===== config.mk =====
export PLATFORM = sky130hd
export DESIGN_NAME = strobe_window_tracker
export DESIGN_NICKNAME = d
export VERILOG_FILES = /design/src/rtl/strobe_window_tracker.sv
export SDC_FILE = /design/constraint.sdc
export NUM_CORES = 1
export LEC_CHECK = 0
export BUFFER_PORTS_ARGS = -buffer_cell sky130_fd_sc_hd__buf_2
export CAP_MARGIN = 20
export CORE_MARGIN = 10
export CORE_UTILIZATION = 40
export CTS_CLUSTER_SIZE = 24
export DETAILED_ROUTE_END_ITERATION = 6
export GPL_ROUTABILITY_DRIVEN = 0
export GPL_TIMING_DRIVEN = 0
export HOLD_SLACK_MARGIN = 0.03
export PLACE_DENSITY = 0.64
export RECOVER_POWER = 25
export SYNTH_ARGS = -nofsm -noshare
export SYNTH_HDL_FRONTEND = slang
export SYNTH_SLANG_ARGS = --single-unit

===== constraint.sdc =====
create_clock -name clk -period 11.31 [get_ports clk]
set_clock_uncertainty 0.2 [all_clocks]
set_input_delay 1.131 -clock clk [delete_from_list [all_inputs] [get_ports clk]]
set_output_delay 1.131 -clock clk [all_outputs]
set_load 0.1 [all_outputs]

===== src/rtl/strobe_window_tracker.sv =====
module strobe_window_tracker #(
  parameter int CODE_W     = 9,
  parameter int RESET_CODE = 167,
  parameter int SKEW_W     = 4,
  parameter int STEP_SCALE = 4,
  parameter int LOCK_RUN   = 64
) (
  input  logic              clk,
  input  logic              rst_n,
  input  logic [1:0]        ctrl,
  input  logic [SKEW_W-1:0] skew,
  input  logic              upd,
  input  logic              early_smp,
  input  logic              late_smp,
  output logic [CODE_W-1:0] strobe_dly,
  output logic [CODE_W-1:0] sample_dly,
  output logic              locked,
  output logic [7:0]        status
);
  localparam int SPAN     = 1 << SKEW_W;
  localparam int MAX_T    = STEP_SCALE * SPAN;
  localparam int ACC_W    = $clog2(MAX_T) + 2;
  localparam int RUN_W    = $clog2(LOCK_RUN + 1);
  localparam int CODE_MAX = (1 << CODE_W) - 1;

  logic [CODE_W-1:0]       code;
  logic signed [ACC_W-1:0] acc, acc_nxt, thr;
  logic [RUN_W-1:0]        run;
  logic active, hit, vote_up, vote_dn, centred;

  assign active  = ctrl[0] & ctrl[1];
  assign hit     = upd & active;
  assign vote_up = early_smp & late_smp;
  assign vote_dn = ~early_smp & ~late_smp;
  assign centred = ~early_smp & late_smp;
  assign thr     = ACC_W'(STEP_SCALE) * (ACC_W'(SPAN) - ACC_W'(skew));
  assign acc_nxt = vote_up ? acc + ACC_W'(1) : acc - ACC_W'(1);

  always_ff @(posedge clk) begin
    if (!rst_n) begin
      code   <= CODE_W'(RESET_CODE);
      acc    <= '0;
      run    <= '0;
      locked <= 1'b0;
    end else if (!ctrl[0]) begin
      acc    <= '0;
      run    <= '0;
      locked <= 1'b0;
    end else if (hit) begin
      if (vote_up || vote_dn) begin
        run    <= '0;
        locked <= 1'b0;
        if (acc_nxt >= thr) begin
          acc <= '0;
          if (code != CODE_W'(CODE_MAX)) code <= code + CODE_W'(1);
        end else if (acc_nxt <= -thr) begin
          acc <= '0;
          if (code != '0) code <= code - CODE_W'(1);
        end else begin
          acc <= acc_nxt;
        end
      end else if (centred) begin
        if (run != RUN_W'(LOCK_RUN)) run <= run + RUN_W'(1);
        if (run == RUN_W'(LOCK_RUN - 1)) locked <= 1'b1;
      end else begin
        run <= '0;
      end
    end
  end

  assign strobe_dly = code;
  assign sample_dly = code;
  assign status     = active ? {5'b0, locked, 1'b0, 1'b1} : 8'h00;
endmodule


Word level (Yosys, flattened, before mapping). Index checks and enable logic that the tools add are counted. Widths: inputs -> output; s select.

Output and inout port bits: 27. Register bits after elaboration: 25. Word-level logic and storage cells: 50. Bits of input ports: 11.

Add/subtract/negate cells: 7. Equal/unequal tests: 5. Magnitude comparators: 2. Bitwise operators: 7. Mux-type cells: 14. Reduce and logical (&&, ||, !) cells: 11.

Operators by type and width (number): $mux 9 (4); $mux 8 (3); $mux 7 (3); $add 9x1->9 const B (1); $ne 9x9->1 const B (1); $reduce_bool 9->1 (1); $sub 9x1->9 const B (1); $add 8x2->8 const B (1); $ge 8x8->1 (1); $le 8x8->1 (1); $neg 8->8 (1); $reduce_bool 2->1 (4); $sub 8x2->8 const B (1); $add 7x1->7 const B (1); $eq 7x6->1 const B (1); $ne 7x7->1 const B (1); $reduce_and 2->1 (3); $reduce_and 6->1 (1); $sub 5x4->6 const A (1); $and 1x1->1 (5); $mux 1 (3); $mux 3 (1); $ne 3x1->1 const B (1); $reduce_and 3->1 (1); other kinds (3) (4).

Depth between registers and ports, before layout. Gate-level depths: netlist (run 1).

Depth after elaboration: 5. Depth in mapped cells: 21. Depth with buffers taken out: 21.

Least setup slack after synthesis (run 1). No wires, ideal clock.

Path kind: input to register. From: in early_smp. To: reg code[7] (netlist: sample_dly[7]). Path slack: 6225 ps. Path buffers: 0. Required time: 10981 ps. Stages on the path: 19. Data arrival time: 4756 ps. Library setup time: 129 ps. Cells stage by stage: ha_1 inv_1 ha_1 nor2b_1 o21ai_0 a21boi_0 nor4_1 a311o_1 ha_1 o21a_1 o22ai_4 ha_1 a21oi_1 o211ai_1 or4_1 o311ai_0 xnor2_1 mux2i_1 nand2_1.

Word-level cells in the longest chain between the ends: 5. Elaborated cells on any way between the ends: 12.

Ends and longest elaborated chain: start: declaration (RTL line 13) `input logic early_smp,`; $and 1x1->1 (RTL line 33) `assign vote_up = early_smp & late_smp;`; $mux 8 (RTL line 37) `assign acc_nxt = vote_up ? acc + ACC_W'(1) : acc - ACC_W'(1);`; $ge 8x8->1 or $le 8x8->1 (tied branches) (RTL line 53, 56); $ne 2x1->1 (no source line) or $reduce_bool 2->1 (tied branches); $reduce_and 6->1 (no source line); end signal: assignment (RTL line 41) `code <= CODE_W'(RESET_CODE);`; end signal: assignment (RTL line 55) `if (code != CODE_W'(CODE_MAX)) code <= code + CODE_W'(1);`; end signal: assignment (RTL line 58) `if (code != '0) code <= code - CODE_W'(1);`; end: declaration (RTL line 26) `logic [CODE_W-1:0] code;`.

Several ways; a longest one is shown, not always the timed one. A chain may end at the register's enable or synchronous reset.

Worst setup path in the final report (run 1).
From: in late_smp. To: reg code[7] (netlist: sample_dly[7]).

Word-level cells in the longest chain between the ends: 5. Elaborated cells on any way between the ends: 12.

Ends and longest elaborated chain: start: declaration (RTL line 14) `input logic late_smp,`; $and 1x1->1 (RTL line 33); $mux 8 (RTL line 37); $ge 8x8->1 or $le 8x8->1 (tied branches) (RTL line 53, 56); $ne 2x1->1 (no source line) or $reduce_bool 2->1 (tied branches); $reduce_and 6->1 (no source line).

Several ways; a longest one is shown, not always the timed one.

==> results of run 1 <==
==> logic make-up (layout without fill, tap and decap cells) <==
kind of cell             count (synthesis)  count (layout)
adder cells (fa/ha/maj)                 35              35
other                                    1               6
multiplexers                             5               5
AO/OA/AOI/OAI                           62              62
AND/OR/NAND/NOR                         95              95
flip-flops                              25              25
buffers and inverters                   40              75
XOR/XNOR                                15              15
==> final timing paths <==
path / from / end / slack (ns) / depth (start not counted)
worst max-delay path: late_smp / sample_dly[7] / 5.76 / 19
worst min-delay path: acc[7] / acc[7] / 0.27 / 2
worst max register to register: acc[0] / sample_dly[7] / 6.66 / 18
worst min register to register: acc[7] / acc[7] / 0.27 / 2
==> through the flow <==
stage / worst slack [ns] / power [µW] / utilization [%]
final: 5.76 / 242 / 46.5
after global routing: 5.37 / 255 / 46.5
after CTS: 5.81 / 243 / 46.8
after detailed placement: 5.51 / 186 / 45.9
after global placement: 5.61 / 185 / 45.9
after floorplan: 6.22 / 170 / -
==> final cells by class <==
cell class                 count  share of cell area, %
buffer                        20                   5.62
sequential                    25                   19.5
inverter                      20                   2.93
clock buffer                   3                   1.61
clock inverter                 1                  0.293
multi-input combinational    218                   61.0
tap                           72                   3.52
timing repair buffer          31                   5.52
==> registers in the layout, summed over array words and instances, names as in the netlist <==
register / flops
sample_dly: 9
run: 7
acc: 8
locked: 1
==> cell usage after synthesis (4+ instances only) <==
cell type,count
dfxtp_1,25
xor2_1,5
buf_4,16
nor3b_1,4
inv_1,20
ha_1,33
mux2i_1,4
nand3_1,14
a21oi_1,19
a22oi_1,6
o21ai_0,11
nand2_1,20
and3_1,5
nor3_1,6
xnor2_1,10
nor2_1,27
==> layer usage <==
layer	global-route usage, %	wire length, µm
met2	20.5	2560
met1	14.7	2450
met5	0	0
met4	4.99	120
met3	2.36	142
==> power groups by stage <==
stage          Sequential, µW  Clock [µW]  Combinational, µW
6_report                 91.4        57.5               92.7
2_1_floorplan            99.7           0               70.3
4_1_cts                  91.4        58.4               93.3
3_3_place_gp             93.4           0               91.2
5_1_grt                  91.7        60.7                103
3_5_place_dp             93.5           0               92.9
==> worst min-delay path: stages, from the launching register on <==
cell and delay (ns):
dfxtp_1 0.33, nand2_1 0.05, a21oi_1 0.05
==> impl_metrics.json, run 1 <==
{
  "cpLargestDelayFamily": "compound AO/OA/AOI/OAI gates",
  "grt_max_degree": 16,
  "coreArea_um2": 5510,
  "crit_chain": "clkbuf_1, ha_1, inv_1, ha_1, a211oi_2, o31ai_2, xor2_1, ha_1, a21o_1, o21a_1, o22ai_4, ha_1, a21oi_1, o211ai_1, or4_1, o311ai_0, xnor2_1, mux2i_1, nand2_1",
  "grt_pass1_vias": 1988,
  "htree_levels": 1,
  "cp-end-kind": "flip-flop",
  "final_common_cell": "ha_1",
  "drt-total-wl_mm": 5.27,
  "swShare_pct": 39.5,
  "async_flop_share_pct": 0,
  "start_kind": "primary input",
  "avgViaCountPerCell": 5.21,
  "pin_count": 38,
  "power.internal_uw": 146,
  "yosys.area.top_type_share_pct": 22.1,
  "multi_input_area_um2": 1560,
  "synth_cells": 278,
  "required_ns": 11.28,
  "start_util_pct": 41.1,
  "crit_arrival_ns": 5.52,
  "finalSetupViolCount": 0,
  "clk_pin_slew_ns": 0.10,
  "status": "completed",
  "drc_errors": 0,
  "clockBufferDepth": 2,
  "drtAntennaViolNets": 0,
  "dp_cells": 386,
  "dieArea_um2": 9070,
  "ir_worst_vdd_uv": 46.2,
  "crit_top_cell": "ha_1",
  "firstDrtPassIters": 4,
  "hold_viol_final": 0,
  "cts_tree": "yes",
  "cts_root_buffer": "clkbuf_8",
  "worst_slew_pin_slew_ns": 1.19,
  "power.density_nw_per_um2": 94.3,
  "synth_mux_area_share_pct": 2.38,
  "critical_path_class": "in -> reg",
  "critical_path_peak_fanout": 12,
  "grt_pass1_wl_mm": 9.09,
  "rsz0062_at_grt": "no",
  "power_frac_seq_pct": 37.8,
  "dieWidth_um": 95.2,
  "nFillCells": 559,
  "slew_violations": 0,
  "cp_num_buf_inv": 2,
  "synth_area_per_cell_um2": 8.14,
  "holdCritPathClass": "reg -> reg",
  "nets": 365,
  "place_hpwl_mm": 4.26,
  "syn_area_um2": 2260,
  "synthXorXnorAreaFrac_pct": 5.80,
  "synth_edf_count": 0,
  "stdcell_count": 390,
  "synth_top_area_cell": "dfxtp_1",
  "drive_gt1_share_pct": 17.3,
  "grt.overflow.total": 0,
  "yosys.cell_types.count": 53,
  "ys.flop_type": "dfxtp_1",
  "pwr-share-clk_pct": 23.8,
  "tns_ns": 0,
  "io_buffer_count": 31,
  "synth_compound_area_share_pct": 19.1,
  "fmax_ghz": 0.180,
  "combPwrFrac_pct": 38.4,
  "grt_usage_pct": 12.1,
  "synthAdderAreaFrac_pct": 20.0,
  "synth_top_family_by_area": "simple AND/OR/NAND/NOR gates",
  "holdWs_ns": 0.269,
  "min_period_over_period_pct": 49.1,
  "synth-simple-area-share_pct": 20.7,
  "synth_seq_cells": 25,
  "power_leakage_uw": 0.00108,
  "wl_per_cell_um": 13.5,
  "min_period_ns": 5.55,
  "cap_violations": 0,
  "final_cell_mix": "33 x ha_1, 27 x nor2_1, 25 x dfxtp_1, 21 x buf_2",
  "slowest_delay_ns": 0.41,
  "stdcell_area_um2": 2560,
  "p_switching_uw": 95.5,
  "cts_buffers": 3,
  "vias": 2032,
  "ctsResizeCount": 0,
  "rows": 27,
  "clock_latency_ns": 0.28,
  "post_cts_buffers": 0,
  "drt_iter0_drc": 79,
  "cp_slowest_cell": "o31ai_2",
  "ctsHoldBuffers": 0,
  "antenna_found_initial": 0,
  "relSlewSlack_pct": 21.0,
  "ys_seq_area_share_pct": 22.1,
  "yosys-top-cells-area": "dfxtp_1 22%, ha_1 18%, buf_4 5.3%",
  "yosysWarningCount": 0,
  "seqCellArea_um2": 500,
  "cts.sinks": 25,
  "area_growth_pct": 13.2,
  "dpl_cell_area_um2": 2530,
  "die_h_um": 95.2,
  "n_antenna_cell": 0
}
Note: power is estimated with default switching activity, not from simulation.
==> run 2: changes to the inputs <==
--- a/config.mk
+++ b/config.mk
@@ -5,6 +5,7 @@
 export SDC_FILE = /design/constraint.sdc
 export NUM_CORES = 1
 export LEC_CHECK = 0
+export ABC_AREA = 1
 export BUFFER_PORTS_ARGS = -buffer_cell sky130_fd_sc_hd__buf_2
 export CAP_MARGIN = 20
 export CORE_MARGIN = 10
@@ -14,7 +15,7 @@
 export GPL_ROUTABILITY_DRIVEN = 0
 export GPL_TIMING_DRIVEN = 0
 export HOLD_SLACK_MARGIN = 0.03
-export PLACE_DENSITY = 0.64
+export PLACE_DENSITY = 0.66
 export RECOVER_POWER = 25
 export SYNTH_ARGS = -nofsm -noshare
 export SYNTH_HDL_FRONTEND = slang
==> constraint.sdc (replaced) <==
create_clock -name clk -period 4.9 [get_ports clk]
set_clock_uncertainty 0.2 [all_clocks]
set_input_delay 0.49 -clock clk [delete_from_list [all_inputs] [get_ports clk]]
set_output_delay 0.49 -clock clk [all_outputs]
set_load 0.1 [all_outputs]
==> run 2 against run 1 <==
  * Non-clock buffer count is 3 lower
  * Cell area rose by 4.7%
  * Area after synthesis rose by 5.1%
  * Wire length down 3.8%
==> impl_metrics.json, run 2 <==
{
  "synth_top_cells_by_count": "79 x nand2_1, 43 x inv_1, 33 x ha_1",
  "tns_ns": 0,
  "cts_buffers": 3,
  "cp_num_buf_inv": 2,
  "slew_violations": 0,
  "final_common_cell": "nand2_1",
  "required_ns": 4.91,
  "swShare_pct": 42.1,
  "cts_root_buffer": "clkbuf_8",
  "synth_top_area_cell": "dfxtp_1",
  "synth_most_common_cell": "nand2_1",
  "place_hpwl_mm": 4.20,
  "drtAntennaViolNets": 0,
  "power_frac_seq_pct": 36.5,
  "io_buffer_count": 30,
  "critical_path_class": "in -> reg",
  "ctsResizeCount": 0,
  "drc_errors": 0,
  "power.internal_uw": 337,
  "drive_gt1_share_pct": 17.0,
  "power_leakage_uw": 0.00129,
  "ir_worst_vdd_uv": 102,
  "pre_cts_ws_ns": 0.381,
  "cp-end-kind": "flip-flop",
  "crit_top_cell": "nand2_1",
  "worst_slew_pin_slew_ns": 1.16,
  "synth_seq_cells": 25,
  "start_util_pct": 40.7,
  "drt-total-wl_mm": 5.07,
  "hold_viol_final": 0,
  "ys_seq_area_share_pct": 21.0,
  "syn_area_um2": 2380,
  "nets": 430,
  "combPwrFrac_pct": 41.2,
  "final_core_util_pct": 45.9,
  "wl_per_cell_um": 11.1,
  "setup_ws_ns": 0.708,
  "rows": 28,
  "yosys-top-cells-area": "dfxtp_1 21%, ha_1 17%, nand2_1 12%",
  "status": "completed",
  "clock_latency_ns": 0.27,
  "holdCritPathClass": "reg -> reg",
  "yosys.cell_types.count": 34,
  "post_cts_buffers": 0,
  "area_growth_pct": 12.8,
  "largest_reg_flops": 9,
  "yosysWarningCount": 0,
  "cts_tree": "yes",
  "relSlewSlack_pct": 22.7,
  "grt.overflow.total": 0,
  "finalSetupViolCount": 0,
  "final_cell_mix": "79 x nand2_1, 43 x inv_1, 33 x ha_1, 30 x a21oi_1",
  "cp_slowest_cell": "ha_1",
  "pwr-share-clk_pct": 22.2,
  "pin_count": 38,
  "grt_usage_pct": 10.6,
  "clk_pin_slew_ns": 0.10,
  "fmax_ghz": 0.239,
  "cts.sinks": 25,
  "yosys.area.top_type_share_pct": 21.0,
  "ctsHoldBuffers": 0,
  "async_flop_share_pct": 0,
  "synth_cells": 344,
  "vias": 2179,
  "antenna_found_initial": 0,
  "drt_iter0_drc": 68,
  "synth_area_per_cell_um2": 6.91,
  "synth_edf_count": 0,
  "slowest_delay_ns": 0.33,
  "cpLargestDelayFamily": "simple AND/OR/NAND/NOR gates",
  "power.density_nw_per_um2": 217,
  "crit_chain": "buf_2, ha_1, inv_1, ha_1, or2_1, nand2_1, nor2_1, nor2_1, xnor2_1, ha_1, a21oi_1, nand2_1, nand2_1, nand2_1, nand2_4, ha_1, a21oi_1, nand2_1, a31oi_1, nand3_1, nand2_1, nand2_1, a21oi_1",
  "firstDrtPassIters": 4,
  "dieWidth_um": 97.1,
  "crit_arrival_ns": 4.21,
  "rsz0062_at_grt": "no",
  "die_h_um": 97.1,
  "clockBufferDepth": 2,
  "grt_max_degree": 16,
  "htree_levels": 1,
  "grt_pass1_wl_mm": 8.94,
  "p_switching_uw": 244,
  "start_kind": "primary input",
  "min_period_ns": 4.19,
  "cap_violations": 0,
  "critical_path_peak_fanout": 13,
  "n_antenna_cell": 0,
  "min_period_over_period_pct": 85.5,
  "dieArea_um2": 9430,
  "grt_pass1_vias": 2100,
  "ys.flop_type": "dfxtp_1",
  "coreArea_um2": 5850,
  "avgViaCountPerCell": 4.76,
  "nFillCells": 617
}
## run 2: metrics by stage
stage | instances | hold WS, ns | area [µm²] | power [µW]
4_1_cts | 458 | 0.283 | 2690 | 588
3_5_place_dp | 454 | 0.267 | 2640 | 458
5_1_grt | 458 | 0.287 | 2680 | 625
6_report | 458 | 0.281 | 2680 | 581
3_3_place_gp | 454 | 0.260 | 2640 | 454
2_1_floorplan | 349 | 0.250 | 2400 | 418
## run 2: power by group through the flow
| stage | sequential (µW) | combinational (µW) | clock, µW |
|---|---|---|---|
| 6_report | 212 | 240 | 129 |
| 5_1_grt | 213 | 269 | 143 |
| 4_1_cts | 213 | 242 | 134 |
| 3_5_place_dp | 217 | 241 | 0 |
| 3_3_place_gp | 217 | 237 | 0 |
| 2_1_floorplan | 237 | 181 | 0 |
## run 2: routing by layer
metal	vias up	GRT usage (%)	routed length, µm
li1	1175	-	-
met1	978	12.4	2360
met2	22	18.9	2560
met3	4	1.85	115
met4	0	3.75	39
met5	-	0	0
## run 2: final cells by class
cell class	count	area (µm²)	share of cell area [%]
Multi-Input combinational cell	260	1600	59.4
Inverter	46	173	6.43
Clock buffer	3	41.3	1.54
Timing Repair Buffer	30	144	5.36
Tap cell	75	93.8	3.50
Clock inverter	1	7.51	0.280
Buffer	18	129	4.80
Sequential cell	25	500	18.6
## run 2: tightest hold or removal path, stage by stage, from the launching register on
cell and delay (ns):
dfxtp_1 0.33, nand2_1 0.06, a21oi_1 0.05
## run 2: worst paths after layout
check                                from             to  slack, ns  depth (start not counted)
worst max-delay path            early_smp  sample_dly[8]       0.71                         23
worst min-delay path               acc[3]         acc[3]       0.28                          2
worst max register to register     acc[0]  sample_dly[8]       0.94                         19
worst min register to register     acc[3]         acc[3]       0.28                          2
## run 2: kinds of logic (layout without fill, tap and decap cells)
| logic type | Yosys count | after routing | synth area share (%) |
|---|---|---|---|
| fa+ha+maj | 35 | 35 | 19.0 |
| flops | 25 | 25 | 21.0 |
| compound gates | 48 | 48 | 11.0 |
| buf+inv | 64 | 98 | 12.7 |
| other cells | 1 | 6 | 0.158 |
| xor+xnor | 16 | 16 | 5.89 |
| simple gates | 155 | 155 | 30.1 |
==> run 3: changes to the inputs <==
--- a/config.mk
+++ b/config.mk
@@ -6,16 +6,15 @@
 export NUM_CORES = 1
 export LEC_CHECK = 0
 export ABC_AREA = 1
-export BUFFER_PORTS_ARGS = -buffer_cell sky130_fd_sc_hd__buf_2
+export BUFFER_PORTS_ARGS = -buffer_cell sky130_fd_sc_hd__buf_4
 export CAP_MARGIN = 20
 export CORE_MARGIN = 10
 export CORE_UTILIZATION = 40
 export CTS_CLUSTER_SIZE = 24
 export DETAILED_ROUTE_END_ITERATION = 6
 export GPL_ROUTABILITY_DRIVEN = 0
-export GPL_TIMING_DRIVEN = 0
 export HOLD_SLACK_MARGIN = 0.03
-export PLACE_DENSITY = 0.66
+export PLACE_DENSITY = 0.69
 export RECOVER_POWER = 25
 export SYNTH_ARGS = -nofsm -noshare
 export SYNTH_HDL_FRONTEND = slang
==> run 3 against run 2 <==
  * Cell area down 2.8%
  * Flip-flop and latch count unchanged
  * Final cell count down 3.7%
  * Die area unchanged
  * Via count up 1.1%
  * Power down 0.80%
  * Critical path depth up 2
  * First-iteration DRC count down 13%
  * Core utilization down 1.3 points
  * Sequential share of layout area up 0.53 points
  * Critical endpoint unchanged
==> impl_metrics.json, run 3 (synthesis results as in run 2) <==
{
  "top_layer": "met4",
  "ctsResizeCount": 0,
  "met3_wirelength_um": 209,
  "clk_pin_slew_ns": 0.08,
  "grt_max_degree": 14,
  "n_antenna_cell": 0,
  "fmax_ghz": 0.239,
  "area_growth_pct": 9.73,
  "grt.overflow.total": 0,
  "ctsHoldBuffers": 0,
  "coreArea_um2": 5850,
  "htree_levels": 1,
  "min_period_over_period_pct": 85.4,
  "cap_violations": 0,
  "drt-total-wl_mm": 5.42,
  "slowest_delay_ns": 0.32,
  "place_hpwl_mm": 4.42,
  "start_util_pct": 40.7,
  "io_buffer_count": 31,
  "cp-end-kind": "flip-flop",
  "cts.sinks": 25,
  "crit_top_cell": "nand2_1",
  "slew_violations": 0,
  "rows": 28,
  "cts_buffers": 3,
  "clockBufferDepth": 2,
  "final_common_cell": "nand2_1",
  "final_cell_mix": "79 x nand2_1, 43 x inv_1, 33 x ha_1, 30 x a21oi_1, 26 x nor2_1",
  "grt_usage_pct": 11.3,
  "drc_errors": 0,
  "vias": 2202,
  "antenna_found_initial": 0,
  "grt_pass1_vias": 2095,
  "drt_iter0_drc": 59,
  "drtAntennaViolNets": 0,
  "met2_length_mm": 2.79,
  "avgViaCountPerCell": 4.99,
  "nets": 413,
  "wl_met1_mm": 2.31,
  "worst_slew_pin_slew_ns": 1.17,
  "ir_worst_vdd_uv": 149,
  "grt_pass1_wl_mm": 9.47,
  "hold_viol_final": 0,
  "min_period_ns": 4.19,
  "cts_tree": "yes",
  "clock_latency_ns": 0.27,
  "dieWidth_um": 97.1,
  "cts_root_buffer": "clkbuf_8",
  "post_cts_buffers": 0,
  "pin_count": 38,
  "wl_per_cell_um": 12.3,
  "finalSetupViolCount": 0,
  "cpLargestDelayFamily": "simple AND/OR/NAND/NOR gates",
  "power_leakage_uw": 0.00122,
  "relSlewSlack_pct": 22.0,
  "crit_arrival_ns": 4.19,
  "reg2reg_slack_ns": 1.06,
  "status": "completed",
  "rsz0062_at_grt": "no",
  "drive_gt1_share_pct": 12.3,
  "dieArea_um2": 9430,
  "critical_path_peak_fanout": 13,
  "start_kind": "primary input",
  "cp_slowest_cell": "ha_1",
  "holdWs_ns": 0.278,
  "cp_num_buf_inv": 3,
  "firstDrtPassIters": 4,
  "critical_path_class": "in -> reg",
  "holdCritPathClass": "in -> reg",
  "largest_reg_flops": 9,
  "tns_ns": 0,
  "power.density_nw_per_um2": 221,
  "required_ns": 4.91,
  "die_h_um": 97.1
}
## run 3: changes by cell type in the layout (fill, tap and decap cells not counted)
cell        delta
clkbuf_1       +3
buf_2         -26
buf_4          +7
clkinvlp_4     -1
## run 3: worst paths after layout
| check | start | to | depth (start not counted) |
|---|---|---|---|
| min | rst_n | sample_dly[2] | 2 |
| max reg2reg | acc[0] | sample_dly[8] | 21 |
| max | early_smp | sample_dly[8] | 25 |
| min reg2reg | acc[3] | acc[3] | 2 |
## run 3: metal layers
| metal | vias to the layer above | global-route usage (%) |
|---|---|---|
| li1 | 1136 | - |
| met1 | 1015 | 13.0 |
| met2 | 40 | 20.7 |
| met3 | 11 | 2.28 |
| met4 | 0 | 3.06 |
| met5 | - | 0 |
## run 3: area by class of cell
| type | instances | area [µm²] |
|---|---|---|
| clock buffer | 4 | 45.0 |
| timing repair buffer | 31 | 203 |
| multi-input combinational | 260 | 1600 |
| sequential | 25 | 500 |
| fill | 590 | 3240 |
| tap | 75 | 93.8 |
| inverter | 46 | 173 |
## run 3: metrics by stage
| stage | area, µm² | instances | setup slack, ns | total power, µW | utilization, % |
|---|---|---|---|---|---|
| finish | 2610 | 441 | 0.713 | 577 | 44.6 |
| global route | 2610 | 441 | 0.310 | 617 | 44.6 |
| CTS | 2640 | 441 | 0.713 | 584 | 45.1 |
| detailed placement | 2590 | 437 | 0.428 | 457 | 44.4 |
| global placement | 2590 | 437 | 0.593 | 453 | 44.4 |
| floorplan | 2400 | 349 | 1.02 | 418 | - |
## run 3: power by group
| part | switching (µW) | leakage [µW] | internal (µW) | total (µW) |
|---|---|---|---|---|
| combinational | 168 | 0.000999 | 70.2 | 238 |
| sequential | 6.06 | 0.000202 | 207 | 213 |
| clock | 67.4 | 0.0000228 | 58.3 | 126 |
